### config.mk
export PLATFORM = sky130hd
export DESIGN_NAME = pulse_step_decoder
export DESIGN_NICKNAME = d
export VERILOG_FILES = /design/src/rtl/psd_pkg.sv /design/src/rtl/psd_ctrl.sv /design/src/rtl/psd_datapath.sv /design/src/rtl/pulse_step_decoder.sv
export SDC_FILE = /design/constraint.sdc
export NUM_CORES = 1
export LEC_CHECK = 0
export BUFFER_PORTS_ARGS = -buffer_cell sky130_fd_sc_hd__buf_2
export CAP_MARGIN = 20
export CORE_MARGIN = 1.5
export CORE_UTILIZATION = 40
export CTS_CLUSTER_SIZE = 14
export DETAILED_ROUTE_END_ITERATION = 8
export MAX_ROUTING_LAYER = met4
export PLACE_DENSITY_LB_ADDON = 0.2
export REMOVE_ABC_BUFFERS = 1
export SYNTH_ARGS = -nofsm -noshare
export SYNTH_HDL_FRONTEND = slang
export SYNTH_SLANG_ARGS = --single-unit
### constraint.sdc
create_clock -name clk -period 5.54 [get_ports clk]
set_clock_uncertainty 0.15 [all_clocks]
set_input_delay 1.385 -clock clk [delete_from_list [all_inputs] [get_ports clk]]
set_output_delay 1.385 -clock clk [all_outputs]
set_load 0.05 [all_outputs]
### src/rtl/psd_pkg.sv
package psd_pkg;

  // Strobes issued by the control path toward the code register
  typedef struct packed {
    logic load;   // re-centre on enable
    logic inc;    // raise code one step
    logic dec;    // lower code one step
  } step_cmd_t;

endpackage

### src/rtl/psd_ctrl.sv
module psd_ctrl
  import psd_pkg::*;
#(
  parameter int CLK_PER_US  = 50,
  parameter int SYNC_STAGES = 2,
  parameter int UP_MIN_US   = 1,
  parameter int UP_MAX_US   = 60,
  parameter int DN_MIN_US   = 140,
  parameter int DN_MAX_US   = 240,
  parameter int OFF_US      = 560
) (
  input  logic      clk,
  input  logic      rst,
  input  logic      ctrlPin,
  output step_cmd_t cmd,
  output logic      enable,
  output logic      softStart
);

  localparam int PRE_W = (CLK_PER_US > 1) ? $clog2(CLK_PER_US) : 1;
  localparam int LOW_W = $clog2(OFF_US + 1);
  localparam logic [PRE_W-1:0] PRE_LAST = PRE_W'(CLK_PER_US - 1);
  localparam logic [LOW_W-1:0] LOW_SAT  = LOW_W'(OFF_US);

  logic [SYNC_STAGES-1:0] syncChain;
  logic                   syncIn;
  logic                   prevIn;
  logic [PRE_W-1:0]       preCnt;
  logic [LOW_W-1:0]       lowUs;
  logic                   riseEvt;
  logic                   inUp;
  logic                   inDn;
  logic                   offHit;

  // Synchroniser chain for the asynchronous pin
  generate
    if (SYNC_STAGES > 1) begin : g_chain
      always_ff @(posedge clk) begin
        if (rst) syncChain <= '0;
        else     syncChain <= {syncChain[SYNC_STAGES-2:0], ctrlPin};
      end
    end else begin : g_single
      always_ff @(posedge clk) begin
        if (rst) syncChain <= '0;
        else     syncChain <= ctrlPin;
      end
    end
  endgenerate

  assign syncIn = syncChain[SYNC_STAGES-1];

  always_ff @(posedge clk) begin
    if (rst) prevIn <= 1'b0;
    else     prevIn <= syncIn;
  end

  assign riseEvt = syncIn & ~prevIn;

  // Low-time measurement: prescaler restarts at each falling edge,
  // microsecond counter saturates at the shutdown threshold
  always_ff @(posedge clk) begin
    if (rst || syncIn) begin
      preCnt <= '0;
      lowUs  <= '0;
    end else if (preCnt == PRE_LAST) begin
      preCnt <= '0;
      if (lowUs != LOW_SAT) lowUs <= lowUs + 1'b1;
    end else begin
      preCnt <= preCnt + 1'b1;
    end
  end

  assign inUp = (lowUs >= LOW_W'(UP_MIN_US)) && (lowUs <= LOW_W'(UP_MAX_US));
  assign inDn = (lowUs >= LOW_W'(DN_MIN_US)) && (lowUs <= LOW_W'(DN_MAX_US));
  assign offHit = enable && !syncIn && (lowUs == LOW_SAT);

  always_comb begin
    cmd      = '0;
    cmd.load = riseEvt && !enable;
    cmd.inc  = riseEvt && enable && inUp;
    cmd.dec  = riseEvt && enable && inDn;
  end

  always_ff @(posedge clk) begin
    if (rst) begin
      enable    <= 1'b0;
      softStart <= 1'b0;
    end else begin
      softStart <= cmd.load;
      if (cmd.load)    enable <= 1'b1;
      else if (offHit) enable <= 1'b0;
    end
  end

endmodule

### src/rtl/psd_datapath.sv
module psd_datapath
  import psd_pkg::*;
#(
  parameter int CODE_W = 6
) (
  input  logic              clk,
  input  logic              rst,
  input  step_cmd_t         cmd,
  output logic [CODE_W-1:0] code,
  output logic              stepDone
);

  localparam logic [CODE_W-1:0] CODE_TOP = {CODE_W{1'b1}};
  localparam logic [CODE_W-1:0] CODE_MID = CODE_W'(1) << (CODE_W - 1);

  logic atTop;
  logic atBot;

  assign atTop = (code == CODE_TOP);
  assign atBot = (code == '0);

  always_ff @(posedge clk) begin
    if (rst) begin
      code     <= CODE_MID;
      stepDone <= 1'b0;
    end else begin
      stepDone <= 1'b0;
      if (cmd.load) begin
        code <= CODE_MID;
      end else if (cmd.inc && !atTop) begin
        code     <= code + 1'b1;
        stepDone <= 1'b1;
      end else if (cmd.dec && !atBot) begin
        code     <= code - 1'b1;
        stepDone <= 1'b1;
      end
    end
  end

endmodule

### src/rtl/pulse_step_decoder.sv
module pulse_step_decoder
  import psd_pkg::*;
#(
  parameter int CODE_W     = 6,
  parameter int CLK_PER_US = 50,
  parameter int UP_MIN_US  = 1,
  parameter int UP_MAX_US  = 60,
  parameter int DN_MIN_US  = 140,
  parameter int DN_MAX_US  = 240,
  parameter int OFF_US     = 560
) (
  input  logic              clk,
  input  logic              rst,
  input  logic              ctrlPin,
  output logic [CODE_W-1:0] dacCode,
  output logic              enable,
  output logic              softStart,
  output logic              stepDone
);

  step_cmd_t cmd;

  psd_ctrl #(
    .CLK_PER_US (CLK_PER_US),
    .SYNC_STAGES(2),
    .UP_MIN_US  (UP_MIN_US),
    .UP_MAX_US  (UP_MAX_US),
    .DN_MIN_US  (DN_MIN_US),
    .DN_MAX_US  (DN_MAX_US),
    .OFF_US     (OFF_US)
  ) u_ctrl (
    .clk      (clk),
    .rst      (rst),
    .ctrlPin  (ctrlPin),
    .cmd      (cmd),
    .enable   (enable),
    .softStart(softStart)
  );

  psd_datapath #(
    .CODE_W(CODE_W)
  ) u_dp (
    .clk     (clk),
    .rst     (rst),
    .cmd     (cmd),
    .code    (dacCode),
    .stepDone(stepDone)
  );

endmodule

# Word level (Yosys, flattened, before mapping)
# Cells that the tools add are included.
# totals
input_bits	3
regBits	28
output_inout_bits	9
elab_cells	49
# classes
n_mux	6
n_bitwise	2
n_reduce_logical	21
magnitude_cmp	4
n_addsub	4
eq_ne	4
# ops
op	n
adder 6 x 1 -> 6 bit, second input constant	2
== test 6 bit, second input constant	2
two-way mux 6 bit	2
adder 10 x 1 -> 10 bit, second input constant	1
== test 10 bit, second input constant	1
>= comparator 10 x 1 -> 1 bit, second input constant	1
>= comparator 10 x 8 -> 1 bit, second input constant	1
less-or-equal comparator 10 x 6 -> 1 bit, second input constant	1
less-or-equal comparator 10 x 8 -> 1 bit, second input constant	1
logical AND 1 bit	10
!= test 10 bit, second input constant	1
zero test 6 bit	1
subtractor 6 x 1 -> 6 bit, second input constant	1
zero test 1 bit	4
two-way mux 1 bit	4
nonzero test 2 bit	2
OR reduction 2 bit	2
AND reduction 2 bit	1
AND 1 bit	1
logical OR 1 bit	1
NOT 1 bit	1

# Longest topological paths before layout
# depth
ltp_word	7
mapped_depth	12
mapped_depth_nobuf	11

# Cells and area by module
# A second synthesis with hierarchy kept.
# hier_totals
hier_cells	162
area_unflattened_um2	1472.7
# modules_own_cells
module	seq_area_each_um2	cells_each	n_inst	area_per_inst_um2
psd_ctrl	420.4	112	1	1006.0
psd_datapath	140.1	50	1	466.7

# Worst setup path before layout
# No wires, ideal clock.
# synth_path
path_kind	reg2reg
from	register u_ctrl.enable
to	register u_dp.code[5]
slack_ns	2.613
setup_ns	0.072
required_ns	5.318
stages_incl_launch_ff	12
n_path_buf	1
synth_period_minus_slack_ns	2.927
arrival_time_ns	2.706
path_cell_list	dfxtp_1 or3b_4 nor4_2 and4_1 buf_4 inv_2 ha_1 a21o_1 nand4_1 and4b_1 mux2i_1 mux2i_1
# synth_between
elab_chain_cells	4
word_cells_on_any_way	10
cone_classes	1 x mux; 9 x reduce/logical
# synth_rtl
item	line_no	rtl
start: declaration	psd_ctrl.sv:16	output logic enable,
start signal: assignment	psd_ctrl.sv:86	enable <= 1'b0;
start signal: assignment	psd_ctrl.sv:90	if (cmd.load) enable <= 1'b1;
start signal: assignment	psd_ctrl.sv:91	else if (offHit) enable <= 1'b0;
logical AND 1 bit	psd_ctrl.sv:80, psd_ctrl.sv:81	
logical AND 1 bit, on equally long branches	psd_ctrl.sv:80, psd_ctrl.sv:81	
logical AND 1 bit, on equally long branches	psd_datapath.sv:30, psd_datapath.sv:33	
two-way mux 6 bit / nonzero test 2 bit (equally long branches)	--	
end signal: assignment	psd_datapath.sv:31	code <= code + 1'b1;
end signal: assignment	psd_datapath.sv:34	code <= code - 1'b1;
end: declaration	psd_datapath.sv:9	output logic [CODE_W-1:0] code,
# Several ways; a longest one is shown, not always the timed one.
# A chain may end at the register's enable or synchronous reset.

# Worst setup path in the final report
# Ends and elaborated chain as after synthesis.

==> metrics.txt <==
origin of the critical flop-to-flop path u_ctrl.enable; logic gate share of total power 4.4%; commonest cells in the netlist dfxtp_1, nor2_1, nand3_1; Rel. slew slack 58.9%; Worst Setup SP u_ctrl.enable; IO buf count 11; total power 0.000320 W; CTS tree built; antenna violations before repair 0; critical path peak fanout 11; FFs w/ async S/R, synth 0%; Worst Setup End Kind register; Post-CTS Setup Bufs 0; most common cell in the synthesized netlist dfxtp_1; Leak 0.610 nW; clk_lat worst skew 0.33 ns; filler cell count 357; FF+latch count, synth 28; htree depth 1; Synth area leaders dfxtp_1, ha_1, xor2_1; worst-margin pin slew 0.615 ns; Setup-failing EPs final 0; Req. time, crit path 5.66 ns; post-route cell area 1560 sq um; DR pass1 iterations 4; Detail Route Antenna Nets 0; Starting DRT DRC Count 27; Final Wtd Congestion 0.753; hold wc startpoint u_ctrl.syncChain[0]; sequential element share of the synthesized area 39.4%; status finished clean; vias in the first global route 1050; count of different cell masters after synthesis 37; final hold viol count 0; placed cell count 212; number of buffers created by CTS 3; crit path DAT 3.01 ns; Die ar. 3930 sq um; Yosys Warn Count 0; Tmin final 2.89 ns; Mapped Cells 158; first-pass GRT wire length 4.85 mm; fraction of layout instances using a drive strength above 1 12.4%; routed len/inst 12.3 um; Flop pwr share 64.7%; cts repair resizes 0; Yosys top cell by area dfxtp_1; Die Width 62.7 um; Max Freq 0.346 GHz; Ports 12; final net count 185; Root Driver clkbuf_4; Final Max Slew Viols 0; Synth-to-Final Area Change 9.40%; unrepaired setup endpoints after global routing no; Peak VDD IR 0.000106 V; CTS Sinks 28; Post-DP HPWL 1.99 mm; Int Power 0.000250 W; mapped cell area 1420 sq um; clk buf depth 2; Initial Utilization 42.3%; switch share 21.9%; drt total wl 2.65 mm; P per Cell Area 205 nW/um^2; DR WL met2 1.20 mm; Hold-fix buffers, CTS 0; part of the cycle the worst path needs 52.1%; power share of the clock group 30.9%; core area 3360 sq um; clock-pin slew on the worst setup and hold paths 0.15 ns; Syn Area/Cell 9.01 sq um; number of synthesized flops with an enable pin 0; post-DR vias/cell 5.18; met3 WL 71 um; Finished Layout Cells 216; instance area at placement 1520 sq um; largest net degree at the start of global routing 16; Cell Rows 21; ANT cells 0; Metal-1 WL 1.37 mm; Total GRT Usage 15.4%; NetSw 0.0000701 W; top routing layer in use met4; chip height 62.7 um; Post-synth top flop dfxtp_1; Yosys top cell area share 39.4%; worst reg2reg setup slack 2.65 ns; Crit Path Class register to register; Worst Hold Class register to register; number of max-cap violations 0; DRC viols 0; Congestion Overflow GR 0; final setup TNS 0 ns; CP Launch Type register; Vias 1118
-- power by group through the flow --
stage | Combinational [W] | Clock (W) | Sequential, W
6_report | 0.0000142 | 0.0000989 | 0.000207
5_1_grt | 0.0000163 | 0.000112 | 0.000208
4_1_cts | 0.0000145 | 0.000103 | 0.000207
3_5_place_dp | 0.0000144 | 0 | 0.000211
3_3_place_gp | 0.0000141 | 0 | 0.000211
2_1_floorplan | 0.00000848 | 0 | 0.000213
-- stage by stage --
| step | utilization (%) | hold WS [ns] | setup slack [ns] |
|---|---|---|---|
| 2_1_floorplan | - | 0.264 | 2.58 |
| 3_3_place_gp | 45.2 | 0.277 | 2.81 |
| 3_5_place_dp | 45.2 | 0.283 | 2.70 |
| 4_1_cts | 46.3 | 0.315 | 2.68 |
| 5_1_grt | 46.3 | 0.338 | 2.45 |
| 6_report | 46.3 | 0.312 | 2.65 |
-- cells in the final DEF, fill, tap and decap left out, types with 2 or more instances in the layout --
| master | netlist | final |
|---|---|---|
| a21o_1 | 2 | 2 |
| a21oi_1 | 9 | 9 |
| and2_1 | 2 | 2 |
| and4_1 | 3 | 3 |
| buf_2 | 0 | 11 |
| clkbuf_4 | 0 | 3 |
| dfxtp_1 | 28 | 28 |
| ha_1 | 10 | 10 |
| inv_1 | 4 | 4 |
| mux2i_1 | 2 | 2 |
| nand2_1 | 7 | 7 |
| nand2b_1 | 2 | 2 |
| nand3_1 | 14 | 14 |
| nand3b_1 | 2 | 2 |
| nand4_1 | 3 | 3 |
| nand4b_1 | 2 | 2 |
| nor2_1 | 20 | 20 |
| nor2b_1 | 3 | 3 |
| nor3_1 | 5 | 5 |
| nor4_1 | 3 | 3 |
| o21ai_0 | 3 | 3 |
| or2_2 | 2 | 2 |
| xnor2_1 | 5 | 5 |
| xor2_1 | 11 | 11 |
-- layout make-up --
cell class	count	area, sq um	area share (%)
Multi-Input combinational cell	122	830	53.3
Sequential cell	28	561	36.0
Tap cell	46	57.6	3.69
Timing Repair Buffer	11	55.1	3.53
Clock buffer	4	36.3	2.33
Inverter	5	18.8	1.20
-- registers in the layout, indices dropped and copies added, names as in the netlist --
| register | cells |
|---|---|
| u_dp.code | 6 |
| u_ctrl.preCnt | 6 |
| u_dp.stepDone | 1 |
| u_ctrl.lowUs | 10 |
| u_ctrl.syncChain | 2 |
| u_ctrl.softStart | 1 |
| u_ctrl.prevIn | 1 |
| u_ctrl.enable | 1 |
-- path summary, 6_finish.rpt --
check                                      endpoint  cells after the start
worst max-delay path                   u_dp.code[5]                     10
worst min-delay path            u_ctrl.syncChain[1]                      1
worst max register to register         u_dp.code[5]                     10
worst min register to register  u_ctrl.syncChain[1]                      1
-- per-layer routing --
metal  up-vias  global-route usage [%]
met5         -                       -
met4         0                    3.33
met3         2                    2.70
met2        12                    23.4
met1       532                    21.6
li1        572                       -
-- critical path, stage by stage (launching register included) --
cell and delay, ns:
dfxtp_1 0.40, or3b_4 0.41, nor4_2 0.12, and4_1 0.37, inv_2 0.17, ha_1 0.29
a21o_1 0.19, nand4_1 0.08, and4b_1 0.21, mux2i_1 0.24, mux2i_1 0.21
-- cells by family (layout without fill, tap and decap cells) --
kind of cell	Yosys count	in the layout	share of synthesized area [%]
DFF	28	28	39.4
muxes	2	2	1.41
xor gates and xnor gates	16	16	9.84
and+or+nand+nor	74	74	28.5
AOI/OAI and AO/OA	19	19	8.35
adders and majority gates	11	11	10.2
buffers and inverters	8	20	2.37
No activity file was read; power rests on OpenSTA's default activity.
